File: src/rtl/vdec_pkg.sv
package vdec_pkg;
  localparam int BYTE_W    = 8;
  localparam int IMM_BYTES = 4;
  localparam int IMM_W     = BYTE_W * IMM_BYTES;
  localparam int LEN_W     = 3;
  localparam int REG_W     = 4;
  localparam logic [BYTE_W-1:0] OPC_POP = 8'h22;
  localparam logic [REG_W-1:0]  REG_IP  = 4'd4;

  typedef enum logic [2:0] {
    CL_MOVE, CL_ALU, CL_STACK, CL_BRANCH, CL_RETURN, CL_IO, CL_NOP, CL_HALT
  } op_class_e;

  typedef enum logic [2:0] {
    K_NONE, K_REG, K_IMM, K_MEM, K_PORT, K_IND
  } opnd_kind_e;

  typedef enum logic [1:0] {RS_NONE, RS_HI, RS_LO, RS_PAIR} reg_sel_e;

  typedef struct packed {
    logic             legal;
    logic [LEN_W-1:0] len;
    op_class_e        cls;
    opnd_kind_e       kind;
    reg_sel_e         rsel;
  } op_info_t;
endpackage

File: src/rtl/vdec_optable.sv
module vdec_optable
  import vdec_pkg::*;
(
  input  logic [BYTE_W-1:0] opc,
  output op_info_t          info
);
  localparam int LEN_PAIR = IMM_BYTES + 2;
  localparam int LEN_ONE  = IMM_BYTES + 1;

  function automatic op_info_t mk(input int len, input op_class_e c,
                                  input opnd_kind_e k, input reg_sel_e s);
    op_info_t r;
    r.legal = 1'b1;
    r.len   = LEN_W'(len);
    r.cls   = c;
    r.kind  = k;
    r.rsel  = s;
    return r;
  endfunction

  always_comb begin
    info       = mk(1, CL_NOP, K_NONE, RS_NONE);
    info.legal = 1'b0;
    case (opc) inside
      8'h01:          info = mk(LEN_PAIR, CL_MOVE,   K_IMM,  RS_HI);
      8'h02:          info = mk(2,        CL_MOVE,   K_REG,  RS_PAIR);
      8'h03:          info = mk(LEN_PAIR, CL_MOVE,   K_MEM,  RS_HI);
      8'h04, 8'h05:   info = mk(2,        CL_MOVE,   K_IND,  RS_PAIR);
      [8'h06:8'h0B]:  info = mk(2,        CL_ALU,    K_REG,  RS_PAIR);
      [8'h0C:8'h13]:  info = mk(LEN_PAIR, CL_ALU,    K_IMM,  RS_HI);
      8'h14:          info = mk(LEN_PAIR, CL_MOVE,   K_IMM,  RS_HI);
      8'h15, 8'h16:   info = mk(2,        CL_ALU,    K_REG,  RS_HI);
      8'h20:          info = mk(2,        CL_STACK,  K_REG,  RS_LO);
      8'h21:          info = mk(LEN_ONE,  CL_STACK,  K_IMM,  RS_NONE);
      8'h22:          info = mk(2,        CL_STACK,  K_REG,  RS_HI);
      8'h23, 8'h30:   info = mk(LEN_ONE,  CL_BRANCH, K_MEM,  RS_NONE);
      8'h24, 8'h31:   info = mk(2,        CL_BRANCH, K_REG,  RS_LO);
      [8'h40:8'h47]:  info = mk(LEN_ONE,  CL_BRANCH, K_MEM,  RS_NONE);
      [8'h48:8'h4F]:  info = mk(2,        CL_BRANCH, K_REG,  RS_LO);
      8'h50:          info = mk(3,        CL_IO,     K_PORT, RS_HI);
      8'h90:          info = mk(1,        CL_NOP,    K_NONE, RS_NONE);
      8'hF0:          info = mk(1,        CL_HALT,   K_NONE, RS_NONE);
      default:        ;
    endcase
  end
endmodule

File: src/rtl/vdec_collect.sv
module vdec_collect
  import vdec_pkg::*;
(
  input  logic              clk,
  input  logic              rst_n,
  input  logic              in_valid,
  input  logic [BYTE_W-1:0] in_byte,
  output logic              fin,
  output op_info_t          fin_info,
  output logic [BYTE_W-1:0] fin_opc,
  output logic [BYTE_W-1:0] fin_regbyte,
  output logic [IMM_W-1:0]  fin_imm
);
  localparam int LEN_PAIR = IMM_BYTES + 2;
  localparam int LEN_ONE  = IMM_BYTES + 1;

  logic              busy_q, busy_n;
  logic [LEN_W-1:0]  cnt_q, cnt_n;
  logic [BYTE_W-1:0] opc_q, opc_n;
  logic [BYTE_W-1:0] rb_q, rb_n;
  logic [IMM_W-1:0]  imm_q, imm_n;

  logic [BYTE_W-1:0] cur_opc, rb_base, rb_cur;
  logic [IMM_W-1:0]  imm_base, imm_cur;
  logic [LEN_W-1:0]  idx;
  op_info_t          info;
  logic              is_last, is_reg, is_wide, is_port;

  assign cur_opc = busy_q ? opc_q : in_byte;

  vdec_optable u_tab (.opc(cur_opc), .info(info));

  always_comb begin
    idx      = busy_q ? cnt_q : '0;
    rb_base  = busy_q ? rb_q  : '0;
    imm_base = busy_q ? imm_q : '0;
    is_last  = (idx == info.len - LEN_W'(1));
    is_reg   = (idx == LEN_W'(1)) && (info.rsel != RS_NONE);
    is_wide  = ((info.len == LEN_W'(LEN_PAIR)) && (idx >= LEN_W'(2))) ||
               ((info.len == LEN_W'(LEN_ONE))  && (idx >= LEN_W'(1)));
    is_port  = (info.kind == K_PORT) && (idx == LEN_W'(2));
    rb_cur   = is_reg ? in_byte : rb_base;
    if (is_wide)      imm_cur = {in_byte, imm_base[IMM_W-1:BYTE_W]};
    else if (is_port) imm_cur = {{(IMM_W-BYTE_W){1'b0}}, in_byte};
    else              imm_cur = imm_base;
  end

  always_comb begin
    busy_n = busy_q;
    cnt_n  = cnt_q;
    opc_n  = opc_q;
    rb_n   = rb_q;
    imm_n  = imm_q;
    if (in_valid) begin
      busy_n = !is_last;
      cnt_n  = is_last ? '0 : idx + LEN_W'(1);
      opc_n  = cur_opc;
      rb_n   = rb_cur;
      imm_n  = imm_cur;
    end
  end

  always_ff @(posedge clk or negedge rst_n) begin
    if (!rst_n) begin
      busy_q <= 1'b0;
      cnt_q  <= '0;
      opc_q  <= '0;
      rb_q   <= '0;
      imm_q  <= '0;
    end else if (in_valid) begin
      busy_q <= busy_n;
      cnt_q  <= cnt_n;
      opc_q  <= opc_n;
      rb_q   <= rb_n;
      imm_q  <= imm_n;
    end
  end

  assign fin         = in_valid && is_last;
  assign fin_info    = info;
  assign fin_opc     = cur_opc;
  assign fin_regbyte = rb_cur;
  assign fin_imm     = imm_cur;
endmodule

File: src/rtl/vdec_finish.sv
module vdec_finish
  import vdec_pkg::*;
#(
  parameter int NUM_REGS = 7
) (
  input  logic              clk,
  input  logic              rst_n,
  input  logic              fin,
  input  op_info_t          fin_info,
  input  logic [BYTE_W-1:0] fin_opc,
  input  logic [BYTE_W-1:0] fin_regbyte,
  input  logic [IMM_W-1:0]  fin_imm,
  output logic              o_valid,
  output logic              o_illegal,
  output logic [BYTE_W-1:0] o_opcode,
  output logic [2:0]        o_class,
  output logic [2:0]        o_kind,
  output logic [REG_W-1:0]  o_reg_a,
  output logic [REG_W-1:0]  o_reg_b,
  output logic [IMM_W-1:0]  o_imm,
  output logic [LEN_W-1:0]  o_len
);
  localparam int SLOTS = 2;

  logic [REG_W-1:0] hi_nib, lo_nib, reg_a, reg_b;
  logic [REG_W-1:0] slot_code [SLOTS];
  logic [SLOTS-1:0] slot_used, slot_bad;
  op_class_e        cls;
  logic             good_n, bad_n;

  assign hi_nib = fin_regbyte[BYTE_W-1:BYTE_W-REG_W];
  assign lo_nib = fin_regbyte[REG_W-1:0];

  always_comb begin
    reg_a = '0;
    reg_b = '0;
    case (fin_info.rsel)
      RS_HI:   reg_a = hi_nib;
      RS_LO:   reg_a = lo_nib;
      RS_PAIR: begin reg_a = hi_nib; reg_b = lo_nib; end
      default: ;
    endcase
  end

  assign slot_code[0] = reg_a;
  assign slot_code[1] = reg_b;
  assign slot_used[0] = (fin_info.rsel != RS_NONE);
  assign slot_used[1] = (fin_info.rsel == RS_PAIR);

  for (genvar g = 0; g < SLOTS; g++) begin : g_slot
    assign slot_bad[g] = slot_used[g] && (slot_code[g] >= REG_W'(NUM_REGS));
  end

  assign cls    = ((fin_opc == OPC_POP) && (reg_a == REG_IP)) ? CL_RETURN : fin_info.cls;
  assign good_n = fin && fin_info.legal && (slot_bad == '0);
  assign bad_n  = fin && !(fin_info.legal && (slot_bad == '0));

  always_ff @(posedge clk or negedge rst_n) begin
    if (!rst_n) begin
      o_valid   <= 1'b0;
      o_illegal <= 1'b0;
    end else begin
      o_valid   <= good_n;
      o_illegal <= bad_n;
    end
  end

  always_ff @(posedge clk or negedge rst_n) begin
    if (!rst_n) begin
      o_opcode <= '0;
      o_class  <= '0;
      o_kind   <= '0;
      o_reg_a  <= '0;
      o_reg_b  <= '0;
      o_imm    <= '0;
      o_len    <= '0;
    end else if (good_n) begin
      o_opcode <= fin_opc;
      o_class  <= cls;
      o_kind   <= fin_info.kind;
      o_reg_a  <= reg_a;
      o_reg_b  <= reg_b;
      o_imm    <= fin_imm;
      o_len    <= fin_info.len;
    end
  end
endmodule

File: src/rtl/insn_decoder.sv
module insn_decoder
  import vdec_pkg::*;
#(
  parameter int NUM_REGS = 7
) (
  input  logic              clk,
  input  logic              rst_n,
  input  logic              in_valid,
  input  logic [BYTE_W-1:0] in_byte,
  output logic              dec_valid,
  output logic              dec_illegal,
  output logic [BYTE_W-1:0] dec_opcode,
  output logic [2:0]        dec_class,
  output logic [2:0]        dec_kind,
  output logic [REG_W-1:0]  dec_reg_a,
  output logic [REG_W-1:0]  dec_reg_b,
  output logic [IMM_W-1:0]  dec_imm,
  output logic [LEN_W-1:0]  dec_len
);
  logic [1:0]        rst_sync;
  logic              rst_core_n;
  logic              fin;
  op_info_t          fin_info;
  logic [BYTE_W-1:0] fin_opc, fin_regbyte;
  logic [IMM_W-1:0]  fin_imm;

  always_ff @(posedge clk or negedge rst_n) begin
    if (!rst_n) rst_sync <= 2'b00;
    else        rst_sync <= {rst_sync[0], 1'b1};
  end
  assign rst_core_n = rst_sync[1];

  vdec_collect u_collect (
    .clk(clk), .rst_n(rst_core_n), .in_valid(in_valid), .in_byte(in_byte),
    .fin(fin), .fin_info(fin_info), .fin_opc(fin_opc),
    .fin_regbyte(fin_regbyte), .fin_imm(fin_imm)
  );

  vdec_finish #(.NUM_REGS(NUM_REGS)) u_finish (
    .clk(clk), .rst_n(rst_core_n), .fin(fin), .fin_info(fin_info),
    .fin_opc(fin_opc), .fin_regbyte(fin_regbyte), .fin_imm(fin_imm),
    .o_valid(dec_valid), .o_illegal(dec_illegal), .o_opcode(dec_opcode),
    .o_class(dec_class), .o_kind(dec_kind), .o_reg_a(dec_reg_a),
    .o_reg_b(dec_reg_b), .o_imm(dec_imm), .o_len(dec_len)
  );
endmodule

File: config.mk
export PLATFORM = sky130hd
export DESIGN_NAME = insn_decoder
export DESIGN_NICKNAME = d
export VERILOG_FILES = /design/src/rtl/vdec_pkg.sv /design/src/rtl/vdec_optable.sv /design/src/rtl/vdec_collect.sv /design/src/rtl/vdec_finish.sv /design/src/rtl/insn_decoder.sv
export SDC_FILE = /design/constraint.sdc
export NUM_CORES = 1
export LEC_CHECK = 0
export ABC_AREA = 1
export BUFFER_PORTS_ARGS = -buffer_cell sky130_fd_sc_hd__clkbuf_2
export CAP_MARGIN = 40
export CORE_MARGIN = 3
export CORE_UTILIZATION = 30
export DETAILED_ROUTE_END_ITERATION = 6
export GPL_TIMING_DRIVEN = 0
export PLACE_DENSITY = 0.58
export REMOVE_ABC_BUFFERS = 1
export SLEW_MARGIN = 20
export SYNTH_ARGS = -nofsm -noshare
export SYNTH_HDL_FRONTEND = slang
export SYNTH_SLANG_ARGS = --single-unit
File: constraint.sdc
create_clock -name clk -period 5.5 [get_ports clk]
set_clock_uncertainty 0.15 [all_clocks]
set_input_delay 0.275 -clock clk [delete_from_list [all_inputs] [get_ports clk]]
set_output_delay 0.275 -clock clk [all_outputs]
set_load 0.03 [all_outputs]
==> results of run 1 <==
==> path summary, 6_finish.rpt <==
path / end / cells past startpoint / startpoint
max in group asynchronous: u_finish.o_len[0] / 2 / rst_sync[1]
hold / removal: rst_sync[1] / 2 / rst_n
hold reg to reg: u_collect.imm_q[12] / 0 / rst_sync[1]
setup reg to reg: u_finish.o_reg_a[0] / 24 / u_collect.busy_q
min in group clk: u_collect.rb_q[2] / 3 / in_byte[2]
setup / recovery: u_finish.o_reg_a[0] / 24 / u_collect.busy_q
==> power by group through the flow <==
stage,Combinational [W],Clock (W),Sequential [W]
2_1_floorplan,0.00118,0,0.00169
3_3_place_gp,0.00203,0,0.00140
3_5_place_dp,0.00222,0,0.00135
4_1_cts,0.00222,0.000640,0.00134
5_1_grt,0.00246,0.000670,0.00139
6_report,0.00219,0.000615,0.00134
==> repair_timing <==
item / in CTS / in global routing
endpoints found under the hold margin: 2 / 0
gates resized for setup: 0 / 0
setup endpoints to repair: 0 / 0
hold buffers: 1 / 0
==> placed cells by master (no fill, tap or decap), types with 4 or more instances in the layout <==
cell type / instances
nand2_1: 400
dfrtp_1: 110
clkbuf_2: 69
nand3_1: 64
o21ai_0: 38
inv_1: 37
a21oi_1: 34
nor2_1: 27
nand4_1: 18
clkbuf_16: 9
inv_2: 7
nand2_2: 7
nor2_2: 7
buf_12: 7
ha_1: 6
nor3_1: 5
nand2_4: 4
nand3_2: 4
==> layout make-up <==
cell class,count,share of cell area [%]
Multi-Input combinational cell,629,40.31
Clock inverter,5,0.4492
Clock buffer,11,3.342
Inverter,44,2.372
Sequential cell,112,40.36
Tap cell,265,4.762
Timing Repair Buffer,81,8.410
==> per-layer routing <==
metal / vias to the layer above / global-route usage [%] / share of wire [%]
met5: - / 0 / 0.072
met4: 2 / 2.982 / 1.1
met3: 15 / 3.188 / 4.0
met2: 91 / 22.21 / 45
met1: 2517 / 21.02 / 50
li1: 2725 / - / -
==> synthesized netlist by cell type <==
library cell	number
a21oi_1	34
nand3b_1	1
clkbuf_1	25
xnor2_1	1
dfrtp_1	112
nand3_2	3
nor2_2	7
o21ai_0	38
conb_1	1
buf_6	7
nand3_1	65
and2_1	2
inv_2	6
inv_1	38
nand3_4	1
nand4_1	18
nor2_4	2
nand2_4	4
buf_1	4
a22o_1	1
nand2_2	6
nand2_1	401
xor2_1	2
ha_1	6
nor3_1	5
o21ai_1	1
nor2_1	27
buf_2	7
a31oi_1	2
nand4_2	1
buf_4	2
==> registers in the layout, summed over array words and instances, names as in the netlist <==
| name | count |
|---|---|
| rst_sync | 2 |
| u_finish.o_reg_b | 4 |
| u_collect.rb_q | 8 |
| u_finish.o_class | 3 |
| u_finish.o_illegal | 1 |
| u_finish.o_reg_a | 4 |
| u_finish.o_len | 2 |
| u_collect.busy_q | 1 |
| u_finish.o_imm | 32 |
| u_finish.o_opcode | 8 |
| u_collect.opc_q | 8 |
| u_collect.imm_q | 32 |
| u_finish.o_valid | 1 |
| u_collect.cnt_q | 3 |
| u_finish.o_kind | 3 |
==> logic make-up after synthesis <==
| logic type | after synthesis | share of synthesized area, % |
|---|---|---|
| AND/OR/NAND/NOR | 543 | 38.33 |
| flip-flops | 112 | 46.74 |
| buffers and inverters | 89 | 6.719 |
| AO/OA/AOI/OAI | 76 | 6.448 |
| adder cells (fa/ha/maj) | 6 | 1.252 |
| XOR/XNOR | 3 | 0.4383 |
| other | 1 | 0.06254 |
==> metrics by stage <==
| step | instances | utilization, % | hold WS, ns |
|---|---|---|---|
| after detailed placement | 1130 | 34.26 | -0.08863 |
| after floorplan | 785 | - | -0.1706 |
| after CTS | 1147 | 35.66 | 0.07861 |
| final | 1147 | 35.66 | 0.08299 |
| after global routing | 1147 | 35.66 | 0.07920 |
| after global placement | 1119 | 32.96 | -0.08653 |
==> run summary, run 1 <==
outcome: complete, no violations
reg-to-reg slack, setup: 1.03 ns
# clock sinks: 112
Syn Area/Cell: 7.224 µm²
initial antenna violation count: 1
CTS Root Cell: clkbuf_16
final setup violation count: 0
drt initial violations: 414
Critical Path RT: 5.64 ns
CP peak stage delay: 0.65 ns
final setup TNS: 0 ns
vias in the first global route: 4973
fin crit period: 4.470 ns
RePlAce Congestion: 0.8505
area delta synth->final: 16.13%
Die Y-Extent: 147.4 µm
hold crit path type: in -> async
H-Tree Depth: 3
Worst Tran Pin Value: 0.5215 ns
post-route setup slack: 1.030 ns
remaining global-route overflow: 0
peak fanout along the critical path: 49
CP startpoint kind: register
CTS tree: done
delay-heaviest family, CP: simple AND/OR/NAND/NOR gates
diode count: 0
Synth Register Bits: 112
Lkg Pwr: 3.841 nW
switching power: 0.002044 W
Final Cycle Share: 81.26%
Reg power frac: 32.3%
post-CTS setup buffers: 0
Yosys top cell area share: 46.74%
Slew Limit Fails: 0
Vias: 5350
largest net degree at the start of global routing: 55
share of post-route cells with drive strength above 1: 14.63%
area leader, netlist: dfrtp_1
Final Hold Vio Count: 0
detailed-router iteration count before antenna repair: 5
CP bufs+invs: 8
row count: 51
register area: 2810 µm²
Die Area: 21720 µm²
DP Worst Slack: 1.016 ns
number of nets still failing antenna checks after routing: 0
Core Box Area: 19530 µm²
Clock Tree Buf Depth: 2
area post-placement: 6689 µm²
Comb power frac: 52.9%
worst vdd ir: 215.5 µV
design area: 6963 µm²
Skew-Pair Late Insertion Delay: 0.36 ns
synthesized area: 5996 µm²
max cap viols: 0
Vias per Instance: 4.664
Slew HR: 65.15%
Initial Utilization: 30.71%
Routed WL: 15280 µm
Seq/Total Area, Yosys: 46.74%
Nets: 894
critical path class: reg -> reg
total CTS buffers: 9
Post-Syn Instances: 830
clk slew on worst S/H paths: 0.07 ns
dpl hpwl: 10570 µm
DRC viols: 0
DR WL/cell: 13.33 µm
slowest CP cell: dfrtp_4
Max Clock Freq: 223.7 MHz
# IOs: 70
Synth warnings: 0
IO buf count: 69
Crit. End Element: register
critical path arrival: 4.61 ns
pwr dens: 595.0 nW/µm²
total power: 0.004143 W
critical path, cell by cell: buf_12 > inv_2 > nand2_1 > nand2_2 > inv_2 > nand2_4 > nor2_2 > nand2_1 > nand2_1 > nor2_1 > nand3_4 > inv_1 > ha_1 > inv_1 > xor2_1 > inv_1 > nand4_1 > nand2_1 > nand4_1 > nor2_4 > buf_16 > buf_16 > nand2_1 > nand2_1
first-pass GRT wire length: 25930 µm
ranking of synthesized cells by area: dfrtp_1, nand2_1, nand3_1
fill count: 2115
clock power share: 14.8%
Pint: 0.002099 W
die extent in x: 147.4 µm
multi-input logic area: 2806 µm²
Sw Share: 49.33%
RSZ-0062 raised after global routing: no
most frequent CP cell: nand2_1
Tot GR Track Use: 14.43%
synth unique cells: 31
(Power assumes the default switching activity.)
==> run 2: changes to the inputs <==
- clock period: 5.5 -> 4.22 ns (I/O delays scaled with it)
==> run summary, run 2 (same netlist as run 1, synthesis figures left out) <==
outcome: complete, no violations
RePlAce Congestion: 0.8505 (unchanged)
remaining global-route overflow: 0 (unchanged)
# IOs: 70 (unchanged)
post-route insts no fill: 1155 (+0.70%)
CTS tree: done
area post-placement: 6689 µm² (unchanged)
die extent in x: 147.4 µm (unchanged)
critical path class: reg -> reg
DRC viols: 0 (unchanged)
RSZ-0062 raised after global routing: no
design area: 7052 µm² (+1.3%)
Core Box Area: 19530 µm² (unchanged)
Final Cycle Share: 94.17% (+13 points)
Skew-Pair Late Insertion Delay: 0.36 ns (about the same)
Final Hold Vio Count: 0 (unchanged)
Slew Limit Fails: 0 (unchanged)
Crit. End Element: register
Nets: 902 (+0.89%)
fill count: 2104 (-0.52%)
max cap viols: 0 (unchanged)
Initial Utilization: 30.71% (unchanged)
worst vdd ir: 281.2 µV (+30%)
most frequent cells in the layout: nand2_1, dfrtp_1, clkbuf_2, nand3_1, o21ai_0
final setup violation count: 0 (unchanged)
vias in the first global route: 5052 (+1.6%)
area delta synth->final: 17.61%
number of nets still failing antenna checks after routing: 0 (unchanged)
commonest non-fill, non-tap cell in the layout: nand2_1
fin crit period: 3.974 ns (-0.4957 ns)
Max Clock Freq: 251.6 MHz (+12%)
hold crit path type: in -> async
clk slew on worst S/H paths: 0.07 ns (about the same)
Tot GR Track Use: 14.99% (+0.55 points)
Vias per Instance: 4.694 (+0.64%)
Clock Tree Buf Depth: 2 (unchanged)
IO buf count: 69 (unchanged)
Die Y-Extent: 147.4 µm (unchanged)
dpl cells: 1130 (unchanged)
initial antenna violation count: 1 (unchanged)
detailed-router iteration count before antenna repair: 5 (unchanged)
largest net degree at the start of global routing: 55 (unchanged)
R2R cell count: 21 (-13%)
peak fanout along the critical path: 49 (unchanged)
H-Tree Depth: 3 (unchanged)
Vias: 5422 (+1.3%)
final setup TNS: 0 ns (unchanged)
DR WL/cell: 13.82 µm (+3.7%)
Routed WL: 15960 µm (+4.4%)
total power: 0.005568 W (+34%)
total CTS buffers: 9 (unchanged)
Lkg Pwr: 3.873 nW (+0.84%)
Critical Path RT: 4.36 ns (-1.28 ns)
final core utilization: 36.11% (+0.45 points)
Die Area: 21720 µm² (unchanged)
first-pass GRT wire length: 26680 µm (+2.9%)
row count: 51 (unchanged)
dpl hpwl: 10570 µm (unchanged)
pwr dens: 789.6 nW/µm² (+33%)
critical path arrival: 4.12 ns (-0.49 ns)
drt initial violations: 395 (-4.6%)
top flop regs: u_collect.imm_q (32), u_finish.o_imm (32)
CP startpoint kind: register
diode count: 0 (unchanged)
share of post-route cells with drive strength above 1: 15.96% (+1.3 points)
# clock sinks: 112 (unchanged)
CTS Root Cell: clkbuf_16
[run 2: cell types whose count changed in the layout (fill, tap and decap cells not counted), sizes merged]
| cell | delta |
|---|---|
| buf | +6 |
| nor2 | +1 |
| nand4 | +1 |
[run 2: path summary, 6_finish.rpt]
| path | startpoint | slack, ns | to |
|---|---|---|---|
| min in group clk | in_byte[2] | 0.04 | u_collect.rb_q[2] |
| worst max register to register | u_collect.busy_q | 0.25 | u_finish.o_reg_a[0] |
| worst max-delay path | u_collect.busy_q | 0.25 | u_finish.o_reg_a[0] |
| worst min-delay path | rst_n | 0.02 | rst_sync[1] |
| max in group asynchronous | rst_sync[1] | 2.98 | u_finish.o_reg_a[0] |
| worst min register to register | rst_sync[1] | 0.12 | u_collect.imm_q[12] |
[run 2: per-stage QoR]
stage	setup WS [ns]	hold WS, ns
CTS	0.02685	0.01461
finish	0.2462	0.01896
floorplan	-0.7470	-0.2346
global placement	-2.754	-0.1505
detailed placement	-0.2637	-0.1526
global route	0.02107	0.01520
[run 2: cell type report]
class	instances	area [µm²]	share of cell area, %
sequential	112	2810	39.85
tap	265	331.6	4.702
timing repair buffer	87	634.4	8.996
clock inverter	5	31.28	0.4436
clock buffer	11	232.7	3.300
multi-input combinational	631	2844	40.33
inverter	44	167.7	2.378
[run 2: critical path, stage by stage, from the launching register on]
cell	delay [ns]
dfrtp_4	0.52
buf_12	0.20
inv_4	0.16
nand2_1	0.07
nand2_1	0.15
nand2_1	0.13
nor2_2	0.23
nand2_1	0.20
nand2_1	0.13
nor2_2	0.06
nand3_4	0.14
buf_4	0.18
nand3_1	0.09
nand3_1	0.12
nand2_1	0.11
nand3_1	0.30
nand3_2	0.22
nor2_4	0.21
buf_16	0.17
buf_16	0.17
nand2_1	0.10
nand2_1	0.06
[run 2: power breakdown]
group | switching [W] | leakage, nW | total, W | internal [W]
combinational | 0.00213 | 2.24 | 0.00307 | 0.000936
clock | 0.000400 | 0.130 | 0.000801 | 0.000401
sequential | 0.000235 | 1.50 | 0.00170 | 0.00147
total | 0.00276 | 3.87 | 0.00557 | 0.00280
[run 2: per-layer routing]
metal / global-route usage (%) / vias up / wire length [µm]
met3: 3.188 / 15 / 804
met5: 0 / - / 11
met4: 3.402 / 2 / 201
met1: 21.90 / 2530 / 7869
li1: - / 2742 / -
met2: 22.93 / 133 / 7070
[run 2: what timing repair did]
action                                  in CTS  in global routing
buffers inserted                             3                  3
gates resized for setup                      2                  6
endpoints found under the hold margin        2                  0
hold buffers                                 1                  0
cloned                                       2                  0
endpoints found under the setup margin      54                 76
pin swaps                                    2                  2
